## src/rtl/ibcode_pkg.sv

```systemverilog
`timescale 1ns/1ps
package ibcode_pkg;
    localparam int MIN_LEN   = 4;
    localparam int MAX_LEN   = 7;
    localparam int LEN_W     = $clog2(MAX_LEN + 1);
    localparam int NUM_CODES = 2;

    typedef logic [MAX_LEN-1:0] pat_t;
    typedef logic [LEN_W-1:0]   len_t;

    typedef enum logic [1:0] {
        PER4 = 2'd0,
        PER5 = 2'd1,
        PER6 = 2'd2,
        PER7 = 2'd3
    } per_sel_e;

    typedef struct packed {
        logic full;
        pat_t bits;
    } win_t;

    function automatic len_t period_of(per_sel_e sel);
        return len_t'(MIN_LEN) + len_t'(sel);
    endfunction

    function automatic pat_t low_mask(len_t n);
        pat_t m;
        for (int i = 0; i < MAX_LEN; i++) begin
            m[i] = (i < int'(n));
        end
        return m;
    endfunction

    // window is a rotation of the code iff it is an N-bit slice of code||code
    function automatic logic is_rotation(pat_t w, pat_t p, len_t n);
        pat_t                     m;
        logic [2*MAX_LEN-1:0]     dbl;
        logic [2*MAX_LEN-1:0]     sh;
        logic                     hit;
        m   = low_mask(n);
        dbl = ({{MAX_LEN{1'b0}}, p & m} << n) | {{MAX_LEN{1'b0}}, p & m};
        hit = 1'b0;
        for (int r = 0; r < MAX_LEN; r++) begin
            sh = dbl >> r;
            if (r < int'(n) && ((pat_t'(sh) & m) == (w & m))) begin
                hit = 1'b1;
            end
        end
        return hit;
    endfunction
endpackage

```

## src/rtl/ibcode_window.sv

```systemverilog
`timescale 1ns/1ps
module ibcode_window
    import ibcode_pkg::*;
(
    input  logic clk,
    input  logic rst,
    input  logic t1_mode,
    input  logic bit_vld,
    input  logic bit_in,
    input  len_t n_len,
    output win_t win_o
);
    pat_t hist;
    len_t fill;
    len_t fill_nxt;

    assign fill_nxt   = (fill == len_t'(MAX_LEN)) ? fill : fill + len_t'(1);
    assign win_o.bits = {hist[MAX_LEN-2:0], bit_in};
    assign win_o.full = (fill_nxt >= n_len);

    always_ff @(posedge clk) begin
        if (rst || !t1_mode) begin
            hist <= '0;
            fill <= '0;
        end else if (bit_vld) begin
            hist <= win_o.bits;
            fill <= fill_nxt;
        end
    end

    p_idle_hold_r9: assert property (@(posedge clk) disable iff (rst)
        (t1_mode && !bit_vld) |=> ($stable(hist) && $stable(fill)));

    p_e1_clear_r10: assert property (@(posedge clk) disable iff (rst)
        !t1_mode |=> (hist == '0 && fill == '0));
endmodule

```

## src/rtl/ibcode_track.sv

```systemverilog
`timescale 1ns/1ps
module ibcode_track
    import ibcode_pkg::*;
#(
    parameter int CNT_W = 12
) (
    input  logic             clk,
    input  logic             rst,
    input  logic             t1_mode,
    input  logic             bit_vld,
    input  win_t             win,
    input  pat_t             pat,
    input  len_t             n_len,
    input  logic [CNT_W-1:0] thresh,
    output logic             det_o
);
    logic [CNT_W-1:0] cnt;
    logic [CNT_W:0]   cnt_nxt;
    logic             hit;
    logic             reach;

    assign hit     = win.full && is_rotation(win.bits, pat, n_len);
    assign cnt_nxt = {1'b0, cnt} + 1'b1;
    assign reach   = (cnt_nxt >= {1'b0, thresh});

    // while absent, count matches; while present, count misses
    always_ff @(posedge clk) begin
        if (rst || !t1_mode) begin
            det_o <= 1'b0;
            cnt   <= '0;
        end else if (bit_vld) begin
            if (hit != det_o) begin
                if (reach) begin
                    det_o <= ~det_o;
                    cnt   <= '0;
                end else begin
                    cnt <= cnt_nxt[CNT_W-1:0];
                end
            end else begin
                cnt <= '0;
            end
        end
    end

    p_e1_quiet_r10: assert property (@(posedge clk) disable iff (rst)
        !t1_mode |=> !det_o);

    p_rise_on_hit_r3: assert property (@(posedge clk) disable iff (rst)
        (t1_mode && bit_vld && !det_o && !hit) |=> !det_o);

    p_fall_on_miss_r5: assert property (@(posedge clk) disable iff (rst)
        (t1_mode && bit_vld && det_o && hit) |=> det_o);

    p_idle_hold_r9: assert property (@(posedge clk) disable iff (rst)
        (t1_mode && !bit_vld) |=> ($stable(det_o) && $stable(cnt)));
endmodule

```

## src/rtl/ibcode_irq.sv

```systemverilog
`timescale 1ns/1ps
module ibcode_irq
    import ibcode_pkg::*;
#(
    parameter int NUM = NUM_CODES
) (
    input  logic           clk,
    input  logic           rst,
    input  logic           t1_mode,
    input  logic [NUM-1:0] status,
    input  logic [NUM-1:0] irq_en,
    input  logic [NUM-1:0] irq_clr,
    output logic [NUM-1:0] irq_stat,
    output logic           irq_req
);
    logic [NUM-1:0] status_q;
    logic [NUM-1:0] rise;

    assign rise    = status & ~status_q;
    assign irq_req = |(irq_stat & irq_en);

    always_ff @(posedge clk) begin
        if (rst || !t1_mode) begin
            status_q <= '0;
            irq_stat <= '0;
        end else begin
            status_q <= status;
            irq_stat <= (irq_stat & ~irq_clr) | rise;
        end
    end

    for (genvar i = 0; i < NUM; i++) begin : g_chk
        p_rise_sets_r7: assert property (@(posedge clk) disable iff (rst)
            (t1_mode && $rose(status[i])) |=> irq_stat[i]);
        p_sticky_r7: assert property (@(posedge clk) disable iff (rst)
            (t1_mode && irq_stat[i] && !irq_clr[i]) |=> irq_stat[i]);
    end

    p_req_masked_r8: assert property (@(posedge clk) disable iff (rst)
        (irq_en == '0) |-> !irq_req);
endmodule

```

## src/rtl/ibcode_det_top.sv

```systemverilog
`timescale 1ns/1ps
module ibcode_det_top
    import ibcode_pkg::*;
#(
    parameter int CNT_W = 12
) (
    input  logic             clk,
    input  logic             rst,
    input  logic             bit_in,
    input  logic             bit_vld,
    input  logic             t1_mode,
    input  logic [1:0]       len_sel,
    input  logic [6:0]       pat_act,
    input  logic [6:0]       pat_deact,
    input  logic [CNT_W-1:0] hit_count,
    input  logic [1:0]       irq_en,
    input  logic [1:0]       irq_clr,
    output logic [1:0]       code_present,
    output logic [1:0]       irq_status,
    output logic             irq_req
);
    len_t n_len;
    win_t win;
    pat_t pats [NUM_CODES];

    assign n_len   = period_of(per_sel_e'(len_sel));
    assign pats[0] = pat_t'(pat_act);
    assign pats[1] = pat_t'(pat_deact);

    ibcode_window u_win (
        .clk     (clk),
        .rst     (rst),
        .t1_mode (t1_mode),
        .bit_vld (bit_vld),
        .bit_in  (bit_in),
        .n_len   (n_len),
        .win_o   (win)
    );

    for (genvar c = 0; c < NUM_CODES; c++) begin : g_code
        ibcode_track #(.CNT_W(CNT_W)) u_trk (
            .clk     (clk),
            .rst     (rst),
            .t1_mode (t1_mode),
            .bit_vld (bit_vld),
            .win     (win),
            .pat     (pats[c]),
            .n_len   (n_len),
            .thresh  (hit_count),
            .det_o   (code_present[c])
        );
    end

    ibcode_irq #(.NUM(NUM_CODES)) u_irq (
        .clk      (clk),
        .rst      (rst),
        .t1_mode  (t1_mode),
        .status   (code_present),
        .irq_en   (irq_en),
        .irq_clr  (irq_clr),
        .irq_stat (irq_status),
        .irq_req  (irq_req)
    );

    p_reset_clear_r1: assert property (@(posedge clk)
        $past(rst) |-> (code_present == '0 && irq_status == '0));
endmodule

```

## config.mk

```make
export PLATFORM = sky130hd
export DESIGN_NAME = ibcode_det_top
export DESIGN_NICKNAME = d
export VERILOG_FILES = /design/src/rtl/ibcode_pkg.sv /design/src/rtl/ibcode_window.sv /design/src/rtl/ibcode_track.sv /design/src/rtl/ibcode_irq.sv /design/src/rtl/ibcode_det_top.sv
export SDC_FILE = /design/constraint.sdc
export NUM_CORES = 1
export LEC_CHECK = 0
export BUFFER_PORTS_ARGS = -buffer_cell sky130_fd_sc_hd__buf_4
export CAP_MARGIN = 20
export CELL_PAD_IN_SITES_DETAIL_PLACEMENT = 1
export CELL_PAD_IN_SITES_GLOBAL_PLACEMENT = 1
export CORE_MARGIN = 1.5
export CORE_UTILIZATION = 46
export CTS_BUF_LIST = sky130_fd_sc_hd__clkbuf_16
export CTS_CLUSTER_DIAMETER = 200
export CTS_CLUSTER_SIZE = 14
export DETAILED_ROUTE_END_ITERATION = 10
export GPL_TIMING_DRIVEN = 0
export PLACE_DENSITY = 0.91
export SYNTH_ARGS = -nofsm -noshare
export SYNTH_HDL_FRONTEND = slang
export SYNTH_SLANG_ARGS = --single-unit
```

## constraint.sdc

```tcl
create_clock -name clk -period 3.95 [get_ports clk]
set_input_delay 0.1975 -clock clk [delete_from_list [all_inputs] [get_ports clk]]
set_output_delay 0.1975 -clock clk [all_outputs]
set_load 0.005 [all_outputs]
```

==> metrics, run 1 <==
First-pass DRT Iterations 5; worst-path maximum fanout 10; most frequent cell after synthesis xnor2_1; remaining global-route overflow 0; CTS Buf Count 5; crit path time final 3.71 ns; Post-synth EDFFs 0; clk_lat worst skew 0.30 ns; Max rail drop VDD 175 uV; Crit Reg-Reg Startpoint g_code[0].u_trk.cnt[2]; endpoints failing setup 0; Mapped Nets 680; Max Freq 0.270 GHz; fin. max-slew vios 0; largest net degree at the start of global routing 15; power per cell area 220 nW/um^2; Seq/Total Area, Yosys 0.163; Initial Util 0.468; Cell Rows 37; Horiz. Die Dim 105 um; Clock power frac 0.408; Layout area overhead 12.2%; combinational power share 0.257; predominant post-synthesis flop cell dfxtp_1; Core Box Area 10200 um^2; total power 0.00118 W; CP Class flip-flop to flip-flop; PortBufs 31; Final Hold Viols 0; cell taking the most area after synthesis dfxtp_1; hold_sp irq_clr[1]; status finished clean; Cell variety after synth 71; H-tree depth 2; max-cap violations 0; Hold Slack 0.182 ns; vias in the first global route 5255; P_leak 2.23 nW; first-pass GRT wire length 26600 um; Final nets 719; Placer Congestion 0.928; Critical Path RT 4.17 ns; sequential share of power 0.334; post-synth top area share 0.163; initial antenna violation count 0; Hold Crit Depth 3; CTS Sinks 39; number of vias per cell 6.31; die height 105 um; final worst path period share 0.939; HPWL after DPL 12300 um; Clock Skew 0.00977 ns; Yosys reg bits 39; I/O pin total 42; clock root buffer clkbuf_16; Reg2Reg Depth 15; P_int 0.000822 W; n_diodes 0; drt initial violations 299; Avg WL per Cell 21.1 um; layout cell share with drive strength beyond 1 0.139; Clock transition at path regs 0.07 ns; CP startpoint kind flip-flop; Net Sw Power 0.000362 W; worst setup path startpoint g_code[0].u_trk.cnt[2]; FFs w/ async S/R, synth 0; worst slew pin tran 0.779 ns; DRT antenna net count 0; synthesized area 4790 um^2; Hold Path Class primary input to flip-flop; GRT Util Overall 0.302; Hold-fix buffers, CTS 0; synth cell count leaders 58 x xnor2_1, 39 x a21oi_1, 39 x dfxtp_1, 39 x xor2_1, 33 x nand2_1; DRC violations left 0; WL final 16600 um; Slew headroom 0.480; fin util 0.525; switching share of total power 0.306; Post-Synthesis Cells 614; die footprint 11000 um^2; CTS tree done; Worst Path Arrival 3.93 ns; Longest Clk Path Bufs 2; CP Capture Type flip-flop; via count 4987; Area contributors post-synth dfxtp_1 16%, xnor2_1 11%, ha_1 7.6%; Ys Warns 0; syn_area_per_cell 7.79 um^2
==> layout by cell type, fill, tap and decap left out, drive strengths merged, types with 26 or more instances in the layout <==
cell type	n
nor2	32
a21oi	39
nand2	33
ha	29
dfxtp	39
clkbuf	26
xor2	40
buf	62
nand2b	27
xnor2	58
==> final cells by class <==
cell class,count,area (um^2)
Sequential cell,39,781
Buffer,51,264
Clock inverter,3,47.5
Clock buffer,5,125
Timing Repair Buffer,32,240
Fill cell,1286,4860
Tap cell,136,170
Inverter,25,93.8
Multi-Input combinational cell,499,3650
==> critical path: stages, from the launching register on <==
cell and delay (ns):
dfxtp_1 0.47, nand3_1 0.20, inv_1 0.10, nand3_1 0.21, nor2_1 0.29, and3_1 0.28
nand3_1 0.12, xnor2_1 0.25, ha_1 0.31, nand3_1 0.12, o22ai_1 0.10, a311oi_1 0.34
o31a_1 0.24, clkbuf_2 0.28, nand4_1 0.13, a31oi_1 0.20
==> per-stage QoR <==
step / setup TNS [ns] / cells / cell area [um^2] / setup WS (ns)
2_1_floorplan: 0 / 614 / 4790 / 0.869
3_3_place_gp: 0 / 781 / 5190 / 0.333
3_5_place_dp: 0 / 781 / 5190 / 0.0764
4_1_cts: 0 / 789 / 5360 / 0.112
5_1_grt: -0.0133 / 790 / 5370 / -0.00769
6_report: 0 / 790 / 5370 / 0.240
==> power groups by stage <==
stage,Combinational [W],Sequential [W],Clock [W]
floorplan,0.000211,0.000404,0
finish,0.000304,0.000396,0.000484
global placement,0.000283,0.000405,0
CTS,0.000299,0.000396,0.000487
detailed placement,0.000297,0.000405,0
global route,0.000327,0.000396,0.000499
==> logic make-up (layout without fill, tap and decap cells) <==
kind of cell	after synthesis	in the layout	synth area share
adders and majority gates	29	29	0.0758
and+or+nand+nor	187	187	0.212
muxes	30	30	0.0756
DFF	39	39	0.163
AOI/OAI and AO/OA	155	155	0.218
xor gates and xnor gates	98	98	0.181
buffers and inverters	76	116	0.0745
==> worst paths after layout <==
kind,endpoint,slack (ns)
worst max-delay path,g_code[0].u_trk.cnt[6],0.24
worst min-delay path,u_irq.irq_stat[1],0.18
worst max register to register,g_code[0].u_trk.cnt[6],0.24
worst min register to register,u_irq.irq_stat[1],0.50
==> layer usage <==
layer  GRT usage  up-vias  routed length (um)  part of all wire
met1       0.349     2445                6550              0.39
met5           0        -                   0                 0
li1            -     2284                   -                 -
met2       0.556      208                8660              0.52
met4       0.125        0                 507             0.030
met3      0.0362       50                 916             0.055
==> what timing repair did <==
action                     in CTS  in global routing
buffers inserted                0                  1
hold endpoints to repair        0                  0
setup endpoints to repair       7                 10
gates resized for setup         1                  0
==> state kept, by name (all words and copies together), names as in the netlist <==
name and cells:
g_code.u_trk.cnt 24, u_win.hist 6, u_irq.irq_stat 2, u_irq.status_q 2
u_win.fill 3, g_code.u_trk.det_o 2
Power figures use the tool's default switching activity.
==> run 2: changes to the inputs <==
CELL_PAD_IN_SITES_DETAIL_PLACEMENT = 2   (was 1)
CELL_PAD_IN_SITES_GLOBAL_PLACEMENT = 2   (was 1)
CORE_UTILIZATION = 36   (was 46)
PLACE_DENSITY = 0.9   (was 0.91)
==> run 2 against run 1 <==
  * The flow now finishes with violations (setup timing)
  * First-iteration DRC count rose by 73%
  * Setup slack got worse by 0.24 ns
  * Maximum frequency fell by 6.1%
  * Hold slack got worse by 0.019 ns
  * Sequential cell count did not move
  * Highest routed layer unchanged
==> metrics, run 2 (synthesized netlist as in run 1, its figures left out) <==
Max Freq 0.253 GHz (-6.1%); Longest Clk Path Bufs 2 (unchanged); largest registers g_code.u_trk.cnt: 24 flops, u_win.hist: 6 flops, u_win.fill: 3 flops; number of vias per cell 6.41 (+1.6%); HPWL after DPL 15100 um (+23%); H-tree depth 2 (unchanged); Final nets 719 (unchanged); CTS Sinks 39 (unchanged); via count 5290 (+6.1%); failing checks setup timing; CTS Buf Count 5 (unchanged); Finished Cell Area 5400 um^2 (+0.61%); WL final 22600 um (+36%); worst-path cell chain buf_1 -> a32o_1 -> a221oi_1 -> a2111oi_0 -> a21boi_1 -> a31oi_2 -> xor2_2 -> buf_6 -> nand4_1 -> a21oi_1; initial antenna violation count 0 (unchanged); first-pass GRT wire length 34100 um (+28%); Seq. cell area 782 um^2 (+0.16%); fin. max-slew vios 0 (unchanged); worst setup path startpoint u_win.hist[4]; CP startpoint kind flip-flop; WP buf/inv 2 (unchanged); Max rail drop VDD 140 uV (-20%); max reg flops 24 (unchanged); CP Capture Type flip-flop; Crit-path slowest cell a2111oi_0; clk_lat worst skew 0.30 ns (about the same); worst-path maximum fanout 10 (unchanged); Critical Path RT 4.15 ns (-0.02 ns); power per cell area 211 nW/um^2 (-4.2%); Cell Rows 41 (+11%); Fillers 1423 (+11%); max-cap violations 0 (unchanged); worst slew pin tran 0.894 ns (+0.115 ns); clock root buffer clkbuf_16; fin util 0.423 (-0.102); DRT antenna net count 0 (unchanged); final setup margin -0.00277 ns (-0.243 ns); Avg WL per Cell 27.4 um (+30%); most common cell after layout, fill and taps aside xnor2_1; endpoints failing setup 1 (+1); final worst path period share 1.00 (+0.0614); RSZ-0062 raised after global routing false; DRC violations left 0 (unchanged); Post-DP Area 5230 um^2 (+0.87%); Worst path max stage delay 0.78 ns (+0.31 ns); GRT Util Overall 0.315 (+0.0133); Layout area overhead 12.9%; drt initial violations 518 (+73%); CP Class flip-flop to flip-flop; status finished with violations; largest net degree at the start of global routing 12 (-3); vias in the first global route 5745 (+9.3%); CTS tree done; Clock Skew 0.00883 ns (-0.000941 ns); die footprint 14000 um^2 (+27%); PortBufs 31 (unchanged); Slew headroom 0.404 (-0.0767); crit path time final 3.95 ns (+0.243 ns); First-pass DRT Iterations 5 (unchanged); Placer Congestion 0.980 (+5.5%); hold_sp irq_clr[0]; CP delay by family, top compound AO/OA/AOI/OAI gates; worst slack at placement -0.181 ns (-0.257 ns); Biggest register g_code.u_trk.cnt; Horiz. Die Dim 118 um (+13%); Core Box Area 12800 um^2 (+25%); Crit Reg-Reg Startpoint u_win.hist[4]; Hold-fix buffers, CTS 0 (unchanged); Clock transition at path regs 0.06 ns (about the same); P_leak 2.23 nW (about the same); die height 118 um (+13%); Final Hold Viols 0 (unchanged); layout cell share with drive strength beyond 1 0.145 (+0.00634); most frequent cells in the layout 57 x xnor2_1, 39 x xor2_1, 39 x a21oi_1, 38 x buf_4, 38 x dfxtp_1; Initial Util 0.375 (-0.0931); Hold Path Class primary input to flip-flop; remaining global-route overflow 0 (unchanged); TNS Setup -0.00277 ns (-0.00277 ns); n_diodes 0 (unchanged); area of the multi-input gates 3670 um^2 (+0.55%); Worst Path Arrival 4.16 ns (+0.23 ns); total power 0.00114 W (-3.6%); I/O pin total 42 (unchanged)
[run 2: tightest hold or removal path, stage by stage]
cell      delay, ns
buf_4          0.07
nand2b_1       0.08
a21oi_1        0.06
[run 2: power by group]
part	internal (W)	switching [W]
logic	0.000128	0.000208
clock network	0.000228	0.000182
registers	0.000394	0.00000159
total	0.000750	0.000392
[run 2: worst paths after layout]
check                                 end  slack [ns]  cells after the start
setup / recovery  g_code[0].u_trk.cnt[11]      -0.003                     10
hold / removal          u_irq.irq_stat[0]        0.16                      3
setup reg to reg  g_code[0].u_trk.cnt[11]      -0.003                     10
hold reg to reg   g_code[1].u_trk.cnt[11]        0.51                      1
[run 2: cell type report]
| type | count | area share |
|---|---|---|
| clock buffers | 5 | 0.0232 |
| clock inverters | 2 | 0.00162 |
| inverters | 25 | 0.0174 |
| well taps | 172 | 0.0398 |
| plain buffers | 51 | 0.0498 |
| repair buffers | 32 | 0.0445 |
| multi-input cells | 499 | 0.679 |
| flip-flops and latches | 39 | 0.145 |
[run 2: what timing repair did]
item                       4_1_cts  5_1_grt
resized for setup                1       10
setup endpoints to repair       10       13
setup buffers                    1        0
[run 2: per-layer routing]
layer / up-vias / GRT usage / routed length (um)
met2: 253 / 0.536 / 10800
met4: 0 / 0.155 / 1120
li1: 2277 / - / -
met3: 94 / 0.0478 / 1410
met5: - / 0 / 0
met1: 2666 / 0.386 / 9250
[run 2: per-stage QoR]
step	std cells	hold WS, ns
after detailed placement	817	0.477
after CTS	825	0.162
after global routing	825	0.172
after global placement	817	0.463
final	825	0.163
after floorplan	614	0.375
